File: config.mk
export PLATFORM = sky130hd
export DESIGN_NAME = pwm_carrier
export DESIGN_NICKNAME = d
export VERILOG_FILES = /design/src/rtl/pwm_pkg.sv /design/src/rtl/pwm_prescaler.sv /design/src/rtl/pwm_timebase.sv /design/src/rtl/pwm_duty_shadow.sv /design/src/rtl/pwm_out_stage.sv /design/src/rtl/pwm_carrier.sv
export SDC_FILE = /design/constraint.sdc
export NUM_CORES = 1
export LEC_CHECK = 0
export BUFFER_PORTS_ARGS = -buffer_cell sky130_fd_sc_hd__buf_2
export CORE_MARGIN = 3
export CORE_UTILIZATION = 40
export CTS_CLUSTER_DIAMETER = 40
export DETAILED_ROUTE_END_ITERATION = 6
export GPL_ROUTABILITY_DRIVEN = 0
export SYNTH_ARGS = -nofsm -noshare
export SYNTH_HDL_FRONTEND = slang
export SYNTH_SLANG_ARGS = --single-unit
export TNS_END_PERCENT = 10
File: constraint.sdc
create_clock -name clk_i -period 3.85 [get_ports clk_i]
set_input_delay 0.1925 -clock clk_i [delete_from_list [all_inputs] [get_ports clk_i]]
set_output_delay 0.1925 -clock clk_i [all_outputs]
set_load 0.02 [all_outputs]
File: src/rtl/pwm_pkg.sv
package pwm_pkg;
  localparam int PSC_W = 4;
  localparam logic [1:0] MODE_PWM = 2'b11;

  typedef enum logic [1:0] {
    PSC_1   = 2'd0,
    PSC_4   = 2'd1,
    PSC_16  = 2'd2,
    PSC_16B = 2'd3
  } psc_sel_e;

  function automatic logic [PSC_W-1:0] psc_limit(psc_sel_e sel);
    case (sel)
      PSC_1:   return PSC_W'(0);
      PSC_4:   return PSC_W'(3);
      default: return PSC_W'(15);
    endcase
  endfunction
endpackage

File: src/rtl/pwm_prescaler.sv
module pwm_prescaler
  import pwm_pkg::*;
(
  input  logic       clk_i,
  input  logic       rst_ni,
  input  logic       tick_i,
  input  logic       run_i,
  input  logic [1:0] sel_i,
  output logic       step_o
);
  logic [PSC_W-1:0] cnt_q;
  logic [PSC_W-1:0] limit;
  logic             live;

  assign limit  = psc_limit(psc_sel_e'(sel_i));
  assign live   = tick_i & run_i;
  // >= so a ratio change mid-count cannot strand the counter
  assign step_o = live & (cnt_q >= limit);

  always_ff @(posedge clk_i or negedge rst_ni) begin
    if (!rst_ni)   cnt_q <= '0;
    else if (live) cnt_q <= (cnt_q >= limit) ? '0 : cnt_q + 1'b1;
  end
endmodule

File: src/rtl/pwm_timebase.sv
module pwm_timebase #(
  parameter int PER_W = 8,
  parameter int SUB_W = 2,
  localparam int POS_W = PER_W + SUB_W
) (
  input  logic             clk_i,
  input  logic             rst_ni,
  input  logic             step_i,
  input  logic [PER_W-1:0] period_i,
  output logic [POS_W-1:0] pos_q_o,
  output logic [POS_W-1:0] pos_d_o,
  output logic             wrap_o
);
  logic [PER_W-1:0] tmr_q, tmr_d;
  logic [SUB_W-1:0] sub_q, sub_d;
  logic             sub_last;

  assign sub_last = &sub_q;
  assign wrap_o   = step_i & sub_last & (tmr_q == period_i);

  always_comb begin
    sub_d = sub_q;
    tmr_d = tmr_q;
    if (step_i) begin
      sub_d = sub_q + 1'b1;
      if (sub_last) tmr_d = wrap_o ? '0 : tmr_q + 1'b1;
    end
  end

  always_ff @(posedge clk_i or negedge rst_ni) begin
    if (!rst_ni) begin
      tmr_q <= '0;
      sub_q <= '0;
    end else begin
      tmr_q <= tmr_d;
      sub_q <= sub_d;
    end
  end

  assign pos_q_o = {tmr_q, sub_q};
  assign pos_d_o = {tmr_d, sub_d};

  p_wrap_zero_r1: assert property (@(posedge clk_i) disable iff (!rst_ni)
    wrap_o |=> pos_q_o == '0);
  p_advance_r1: assert property (@(posedge clk_i) disable iff (!rst_ni)
    (step_i && !wrap_o) |=> pos_q_o == POS_W'($past(pos_q_o) + 1'b1));
  p_stall_r7: assert property (@(posedge clk_i) disable iff (!rst_ni)
    !step_i |=> $stable(pos_q_o));
endmodule

File: src/rtl/pwm_duty_shadow.sv
module pwm_duty_shadow #(
  parameter int DUTY_W = 10
) (
  input  logic              clk_i,
  input  logic              rst_ni,
  input  logic              load_i,
  input  logic [DUTY_W-1:0] duty_i,
  output logic [DUTY_W-1:0] sh_q_o,
  output logic [DUTY_W-1:0] sh_d_o
);
  logic [DUTY_W-1:0] sh_q;

  assign sh_d_o = load_i ? duty_i : sh_q;
  assign sh_q_o = sh_q;

  always_ff @(posedge clk_i or negedge rst_ni) begin
    if (!rst_ni) sh_q <= '0;
    else         sh_q <= sh_d_o;
  end

  p_hold_r6: assert property (@(posedge clk_i) disable iff (!rst_ni)
    !load_i |=> $stable(sh_q));
  p_load_r6: assert property (@(posedge clk_i) disable iff (!rst_ni)
    load_i |=> sh_q == $past(duty_i));
endmodule

File: src/rtl/pwm_out_stage.sv
module pwm_out_stage #(
  parameter int POS_W = 10
) (
  input  logic             clk_i,
  input  logic             rst_ni,
  input  logic             en_i,
  input  logic [POS_W-1:0] pos_d_i,
  input  logic [POS_W-1:0] duty_d_i,
  output logic             pwm_o
);
  logic pwm_q;

  // registered against next-state position and duty: glitch-free pin
  always_ff @(posedge clk_i or negedge rst_ni) begin
    if (!rst_ni) pwm_q <= 1'b0;
    else         pwm_q <= en_i & (pos_d_i < duty_d_i);
  end

  assign pwm_o = pwm_q;

  p_off_low_r5: assert property (@(posedge clk_i) disable iff (!rst_ni)
    !en_i |=> !pwm_o);
endmodule

File: src/rtl/pwm_carrier.sv
module pwm_carrier
  import pwm_pkg::*;
#(
  parameter int PER_W = 8,
  parameter int SUB_W = 2,
  localparam int DUTY_W = PER_W + SUB_W
) (
  input  logic             clk_i,
  input  logic             rst_ni,
  input  logic             tick_i,
  input  logic             tmr_run_i,
  input  logic [1:0]       presc_sel_i,
  input  logic [PER_W-1:0] period_i,
  input  logic [PER_W-1:0] duty_hi_i,
  input  logic [SUB_W+1:0] ctrl_i,
  output logic             pwm_o
);
  logic              step;
  logic              wrap;
  logic              pwm_en;
  logic [DUTY_W-1:0] duty_in;
  logic [DUTY_W-1:0] pos_q, pos_d;
  logic [DUTY_W-1:0] sh_q, sh_d;

  assign pwm_en  = (ctrl_i[1:0] == MODE_PWM);
  assign duty_in = {duty_hi_i, ctrl_i[SUB_W+1:2]};

  pwm_prescaler u_psc (
    .clk_i  (clk_i),
    .rst_ni (rst_ni),
    .tick_i (tick_i),
    .run_i  (tmr_run_i),
    .sel_i  (presc_sel_i),
    .step_o (step)
  );

  pwm_timebase #(.PER_W(PER_W), .SUB_W(SUB_W)) u_tb (
    .clk_i    (clk_i),
    .rst_ni   (rst_ni),
    .step_i   (step),
    .period_i (period_i),
    .pos_q_o  (pos_q),
    .pos_d_o  (pos_d),
    .wrap_o   (wrap)
  );

  // shadow tracks inputs while off, else loads only at rollover
  pwm_duty_shadow #(.DUTY_W(DUTY_W)) u_sh (
    .clk_i  (clk_i),
    .rst_ni (rst_ni),
    .load_i (wrap | ~pwm_en),
    .duty_i (duty_in),
    .sh_q_o (sh_q),
    .sh_d_o (sh_d)
  );

  pwm_out_stage #(.POS_W(DUTY_W)) u_out (
    .clk_i    (clk_i),
    .rst_ni   (rst_ni),
    .en_i     (pwm_en),
    .pos_d_i  (pos_d),
    .duty_d_i (sh_d),
    .pwm_o    (pwm_o)
  );

  p_zero_duty_low_r4: assert property (@(posedge clk_i) disable iff (!rst_ni)
    (sh_q == '0) |-> !pwm_o);
  p_at_duty_low_r3: assert property (@(posedge clk_i) disable iff (!rst_ni)
    (pos_q >= sh_q) |-> !pwm_o);
endmodule

==> results of run 1 <==
## area by class of cell
cell class / instances / area [um2]
Multi-Input combinational cell: 110 / 823
Inverter: 13 / 48.8
Sequential cell: 25 / 626
Clock buffer: 4 / 45.0
Fill cell: 334 / 1740
Tap cell: 46 / 57.6
Timing Repair Buffer: 29 / 155
## synth_stat cells, drive strengths merged (4+ instances only)
library cell / n / area, um2
dfrtp: 25 / 626
o21ai: 17 / 88.8
ha: 16 / 200
inv: 13 / 48.8
nand2: 10 / 40.0
mux2i: 8 / 80.1
xnor2: 8 / 70.1
nor2: 7 / 33.8
nand3: 6 / 30.0
a21oi: 5 / 25.0
mux2: 4 / 48.8
## per-stage QoR
step	cells	utilization, %	cell area, um2
after CTS	227	50.2	1760
after floorplan	150	-	1510
after detailed placement	222	48.7	1700
after global routing	227	50.2	1760
after global placement	222	48.7	1700
final	227	50.2	1760
## cell families (layout without fill, tap and decap cells)
kind of cell | count (synthesis) | count (layout) | share of synthesized area (%)
flops | 25 | 25 | 41.3
xor+xnor | 9 | 9 | 5.21
buf+inv | 15 | 46 | 4.30
fa+ha+maj | 16 | 16 | 13.2
mux | 12 | 12 | 8.51
compound gates | 31 | 31 | 12.1
simple gates | 42 | 42 | 15.3
## where the power goes
| group | internal (mW) | total (mW) | switching [mW] |
|---|---|---|---|
| Sequential | 0.311 | 0.356 | 0.0444 |
| Clock | 0.0741 | 0.155 | 0.0810 |
| Combinational | 0.110 | 0.229 | 0.119 |
| Total | 0.495 | 0.740 | 0.244 |
## flip-flops by register name (all words and copies together), names as in the netlist
name	count
u_tb.tmr_q	8
u_out.pwm_o	1
u_tb.sub_q	2
u_psc.cnt_q	4
u_sh.sh_q_o	10
## how the worst max path moves through the flow
stage	cells after the start	start	to
floorplan	15	presc_sel_i[1]	u_out.pwm_o
global placement	15	presc_sel_i[1]	u_out.pwm_o
detailed placement	15	presc_sel_i[1]	u_out.pwm_o
CTS	14	u_psc.cnt_q[0]	u_out.pwm_o
global route	14	u_psc.cnt_q[0]	u_out.pwm_o
finish	13	u_psc.cnt_q[3]	u_out.pwm_o
## worst register-to-register path: stages, from the launching register on
cell                        delay (ns)
sky130_fd_sc_hd__dfrtp_1          0.42
sky130_fd_sc_hd__ha_1             0.32
sky130_fd_sc_hd__o211ai_1         0.10
sky130_fd_sc_hd__o21ai_2          0.20
sky130_fd_sc_hd__and2b_4          0.22
sky130_fd_sc_hd__nand2_2          0.12
sky130_fd_sc_hd__or2_1            0.32
sky130_fd_sc_hd__o31ai_1          0.33
sky130_fd_sc_hd__ha_1             0.31
sky130_fd_sc_hd__a21oi_1          0.16
sky130_fd_sc_hd__nand2_1          0.07
sky130_fd_sc_hd__a211o_1          0.30
sky130_fd_sc_hd__a2111oi_0        0.43
sky130_fd_sc_hd__a21o_1           0.17
## timing repair
item | 4_1_cts | 5_1_grt
setup endpoints to repair | 0 | 0
endpoints found under the hold margin | 25 | 0
hold buffers | 1 | 0
## routing by layer
layer | vias up | part of all wire [%] | GRT usage, %
li1 | 586 | - | -
met1 | 534 | 44 | 18.0
met2 | 23 | 50 | 23.9
met3 | 7 | 3.6 | 2.83
met4 | 0 | 2.6 | 7.59
met5 | - | 0 | 0
==> impl_metrics.tcl, run 1 <==
set metrics [dict create \
    status "finished, final reports clean" \
    synth.yosys.warnings 0 \
    whs_endpoint "u_sh.sh_q_o[2]" \
    drt_initial_violations 61 \
    timing.clock.skew_ns 0.00185 \
    ctsResizeCount 0 \
    clk_root_buffer_cell "sky130_fd_sc_hd__clkbuf_8" \
    leakagePower_nw 0.857 \
    worst_hold_path_type "input port to flop" \
    worstSkewPairLatency_ns 0.27 \
    floorplan_row_count 21 \
    place_worst_setup_slack_ns 0.163 \
    yosys_register_bits 25 \
    cts_max_path_buffers 2 \
    clkSlewWorstSetupHoldPaths_ns 0.08 \
    routed_wl_um 2860 \
    global_route_wire_length_before_repair_um 5040 \
    critPathMostFrequentCell "sky130_fd_sc_hd__ha_1" \
    layout_commonest_cell "sky130_fd_sc_hd__buf_2" \
    die_width_um 67.5 \
    final_cell_mix "sky130_fd_sc_hd__buf_2, sky130_fd_sc_hd__dfrtp_1, sky130_fd_sc_hd__o21ai_0, sky130_fd_sc_hd__ha_1, sky130_fd_sc_hd__inv_1" \
    synth-async-reset-ratio_pct 100 \
    initial_antenna_violation_count 0 \
    port_buffers 26 \
    power-per-cell-area_nw_per_um2 421 \
    drc_errors 0 \
    finalCritPeriodShare_pct 92.2 \
    dominantRegCellSynth "sky130_fd_sc_hd__dfrtp_1" \
    grt_start_max_net_pins 26 \
    die_y_extent_um 67.5 \
    cts_post_setup_buffers_inserted 0 \
    floorplan.initialDensity_pct 43.3 \
    rr_startpoint "u_psc.cnt_q[3]" \
    grt_overflow_total 0 \
    hold-path-cell-count 3 \
    detail_route.first_pass.iterations 4 \
    synth.cell_area_um2 1510 \
    final-hold-violation-count 0 \
    fin_tns_setup_ns 0 \
    area_delta_synth_final_pct 16.0 \
    critPathArrivalTime_ns 3.77 \
    synth_instances 150 \
    unrepaired_setup_endpoints_after_global_routing "no" \
    reg2reg_slack_ns 0.30 \
    finalSetupViolations 0 \
    timing_worst_setup_path_type "flop to flop" \
    critPathBufInv 0 \
    ys_seq_area_share_pct 41.3 \
    cap_violations 0 \
    clock_tree_from_tritoncts "built" \
    first_global_vias 1186 \
    drive_gt1_share_pct 22.7 \
    cp.required_ns 4.07 \
    synth_fp_nets 192 \
    count_of_different_cell_masters_after_synthesis 36 \
    timing.critical_path.fanout_max 9 \
    die_area_um2 4560 \
    crit_chain "ha_1 -> o211ai_1 -> o21ai_2 -> and2b_4 -> nand2_2 -> or2_1 -> o31ai_1 -> ha_1 -> a21oi_1 -> nand2_1 -> a211o_1 -> a2111oi_0 -> a21o_1" \
    final_nets 224 \
    num_io_pins 27 \
    worstSetupEndpointType "flop" \
    power.total_uw 740 \
    worstRegToRegCells 13 \
    dr_total_vias 1150 \
    crit_path_top_delay_cell "sky130_fd_sc_hd__a2111oi_0" \
    route.detailed.vias_per_inst 5.07 \
    cpLargestDelayFamily "compound AO/OA/AOI/OAI gates" \
    syn_area_per_cell_um2 10.1 \
    min_from "duty_hi_i[0]" \
    place.detailed.hpwl_um 2330 \
    wl_per_cell_um 12.6 \
    postLayoutSetupSlackWorst_ns 0.299 \
    core_area_um2 3490 \
    cts.htree.levels 1 \
    ir_worst_vdd_v 0.000250 \
    crit_start_category "flop" \
    synth_enable_flop_cells 0 \
    slew_limit_headroom_pct 62.8 \
    numCtsBuffers 3 \
    grt_util_all_layers_pct 14.6 \
    number_of_antenna_diodes 0 \
    hold_ws_ns 0.155 \
    fmax_ghz 0.282 \
    count_of_nets_left_with_antenna_violations_after_detail_routing 0 \
    slowest_delay_ns 0.43 \
    numClockSinks 25 \
    finalWorstPathRequiredPeriod_ns 3.55 \
    timing_worst_slew_pin_value_ns 0.558 \
    report.final.slew_viol_count 0 \
    rr_endpoint "u_out.pwm_o" \
]
No activity file was read; power rests on OpenSTA's default activity.
==> inputs of run 2 (changes only) <==
- ABC_AREA: not set -> 1
- CORE_MARGIN: 3 -> 1.5
==> run 2 against run 1 <==
Net effect: flip-flop and latch count did not move; via count rose by 12%; worst hold slack got worse by 0.013 ns; critical path depth is 2 higher; critical path type unchanged; critical endpoint unchanged.
==> impl_metrics.tcl, run 2 <==
set metrics [dict create \
    status "finished, final reports clean" \
    die_y_extent_um 66.9 \
    final-hold-violation-count 0 \
    syn_area_per_cell_um2 8.26 \
    leakagePower_nw 1.03 \
    synth.cell_area_um2 1640 \
    post-synth-top-area-fraction_pct 38.3 \
    timing_worst_setup_path_type "flop to flop" \
    met2RoutedLength_um 1350 \
    cp.required_ns 4.05 \
    dr_total_vias 1292 \
    dominantRegCellSynth "sky130_fd_sc_hd__dfrtp_1" \
    ir_worst_vdd_v 0.000219 \
    combinationalPowerShare_pct 37.6 \
    numClockSinks 25 \
    report.final.slew_viol_count 0 \
    routed_wl_um 2980 \
    rr_endpoint "u_out.pwm_o" \
    die_width_um 66.9 \
    highest_layer "met4" \
    most_numerous_cell_in_the_yosys_netlist "sky130_fd_sc_hd__nand2_1" \
    power-per-cell-area_nw_per_um2 438 \
    cts_post_setup_buffers_inserted 0 \
    number_of_antenna_diodes 0 \
    drc_errors 0 \
    largest_register_ffs 10 \
    port_buffers 26 \
    final_cell_mix "sky130_fd_sc_hd__nand2_1, sky130_fd_sc_hd__inv_1, sky130_fd_sc_hd__buf_2, sky130_fd_sc_hd__dfrtp_1, sky130_fd_sc_hd__ha_1" \
    routedLengthMet1_um 1530 \
    count_of_different_cell_masters_after_synthesis 28 \
    seq_power_share_pct 43.8 \
    whs_endpoint "u_sh.sh_q_o[3]" \
    route.detailed.vias_per_inst 4.63 \
    synth_fp_nets 240 \
    cap_violations 0 \
    count_of_nets_left_with_antenna_violations_after_detail_routing 0 \
    die_area_um2 4480 \
    power_report.internal_total_uw 520 \
    wl_per_cell_um 10.7 \
    cts_max_path_buffers 2 \
    timing_worst_slew_pin_value_ns 0.561 \
    synth-async-reset-ratio_pct 100 \
    place.detailed.hpwl_um 2450 \
    area_delta_synth_final_pct 15.1 \
    clock_tree_from_tritoncts "built" \
    switching_power_uw 304 \
    reg2reg_slack_ns 1.12 \
    unrepaired_setup_endpoints_after_global_routing "no" \
    synth_instances 198 \
    place_worst_setup_slack_ns 1.07 \
    cts.htree.levels 1 \
    ys_seq_area_share_pct 38.3 \
    clock_power_share_pct 18.6 \
    hold-path-cell-count 3 \
    synth.yosys.warnings 0 \
    floorplan_row_count 23 \
    netSwitchingFraction_pct 36.9 \
    numCtsBuffers 3 \
    finalCritPeriodShare_pct 70.8 \
    postLayoutSetupSlackWorst_ns 1.12 \
    grt_start_max_net_pins 26 \
    grt_util_all_layers_pct 15.3 \
    crit_start_category "flop" \
    drt_initial_violations 30 \
    detail_route.first_pass.iterations 4 \
    fmax_ghz 0.367 \
    synth_enable_flop_cells 0 \
    finalWorstPathRequiredPeriod_ns 2.73 \
    worst_hold_path_type "input port to flop" \
    final_nets 272 \
    clk_root_buffer_cell "sky130_fd_sc_hd__clkbuf_8" \
    synth_area_leaders "sky130_fd_sc_hd__dfrtp_1, sky130_fd_sc_hd__ha_1, sky130_fd_sc_hd__nand2_1" \
    synth_commonest_cells "sky130_fd_sc_hd__nand2_1, sky130_fd_sc_hd__inv_1, sky130_fd_sc_hd__dfrtp_1" \
    rr_startpoint "u_psc.cnt_q[2]" \
    drive_gt1_share_pct 28.4 \
    timing.clock.skew_ns 0.00316 \
    slew_limit_headroom_pct 62.6 \
    finalSetupViolations 0 \
    synthDominantAreaCellType "sky130_fd_sc_hd__dfrtp_1" \
    min_from "duty_hi_i[1]" \
    floorplan.initialDensity_pct 41.2 \
    initial_antenna_violation_count 0 \
    critPathArrivalTime_ns 2.92 \
    worstSkewPairLatency_ns 0.26 \
    fin_tns_setup_ns 0 \
    layout_commonest_cell "sky130_fd_sc_hd__nand2_1" \
    yosys_register_bits 25 \
    core_area_um2 3970 \
    timing.critical_path.fanout_max 10 \
    worstSetupEndpointType "flop" \
    met3WireLength_um 76 \
    grt_overflow_total 0 \
    worstRegToRegCells 15 \
    first_global_vias 1235 \
    global_route_wire_length_before_repair_um 5160 \
    hold_ws_ns 0.142 \
    clkSlewWorstSetupHoldPaths_ns 0.08 \
    num_io_pins 27 \
]
==> run 2: metal layers <==
layer,track usage (%),up-vias
met5,0,-
met4,5.36,0
met3,2.03,2
met2,24.1,21
met1,21.5,572
li1,-,697
==> run 2: cell type report <==
class	count	area (um2)
multi-input combinational	133	857
fill	409	2090
inverter	40	153
clock buffer	4	45.0
tap	50	62.6
sequential	25	626
timing repair buffer	27	140
==> run 2: repair_timing <==
action	CTS	global route
hold buffers	1	0
resized for setup	0	0
endpoints found under the hold margin	25	0
==> run 2: power groups by stage <==
stage / Combinational [mW] / Sequential, mW / Clock [mW]
global route: 0.370 / 0.371 / 0.167
finish: 0.310 / 0.361 / 0.153
CTS: 0.317 / 0.361 / 0.161
floorplan: 0.239 / 0.357 / 0
global placement: 0.311 / 0.366 / 0
detailed placement: 0.313 / 0.367 / 0
==> run 2: worst max-delay path by stage <==
stage	from	to	slack, ns	cells after the start
finish	u_psc.cnt_q[2]	u_out.pwm_o	1.12	15
global route	u_psc.cnt_q[2]	u_out.pwm_o	0.85	15
CTS	u_psc.cnt_q[2]	u_out.pwm_o	1.10	15
detailed placement	presc_sel_i[1]	u_out.pwm_o	1.07	16
global placement	presc_sel_i[1]	u_out.pwm_o	1.13	16
floorplan	u_psc.cnt_q[3]	u_out.pwm_o	1.40	13
==> run 2: kinds of logic after synthesis <==
logic type                 synth area share [%]
and+or+nand+nor                            23.7
buffers and inverters                      9.33
AOI/OAI and AO/OA                          11.6
DFF                                        38.3
adders and majority gates                  12.2
xor gates and xnor gates                   4.82
==> run 2: worst max-delay path, stage by stage, from the launching register on <==
cell,delay [ns]
sky130_fd_sc_hd__dfrtp_1,0.43
sky130_fd_sc_hd__ha_1,0.31
sky130_fd_sc_hd__nand2_1,0.05
sky130_fd_sc_hd__inv_1,0.05
sky130_fd_sc_hd__nand2_1,0.07
sky130_fd_sc_hd__nand3_2,0.10
sky130_fd_sc_hd__nand3_4,0.11
sky130_fd_sc_hd__o21ai_4,0.29
sky130_fd_sc_hd__inv_4,0.13
sky130_fd_sc_hd__o21ai_2,0.17
sky130_fd_sc_hd__ha_1,0.26
sky130_fd_sc_hd__a21oi_1,0.14
sky130_fd_sc_hd__nor2_1,0.05
sky130_fd_sc_hd__a211oi_1,0.21
sky130_fd_sc_hd__o221ai_1,0.14
sky130_fd_sc_hd__a21oi_1,0.14
==> run 2: stage by stage <==
stage / cells / util (%) / area [um2] / power [mW]
after detailed placement: 274 / 46.0 / 1830 / 0.680
after CTS: 279 / 47.4 / 1880 / 0.839
after global placement: 274 / 46.0 / 1830 / 0.677
after floorplan: 198 / - / 1640 / 0.596
after global routing: 279 / 47.4 / 1880 / 0.907
final: 279 / 47.4 / 1880 / 0.824
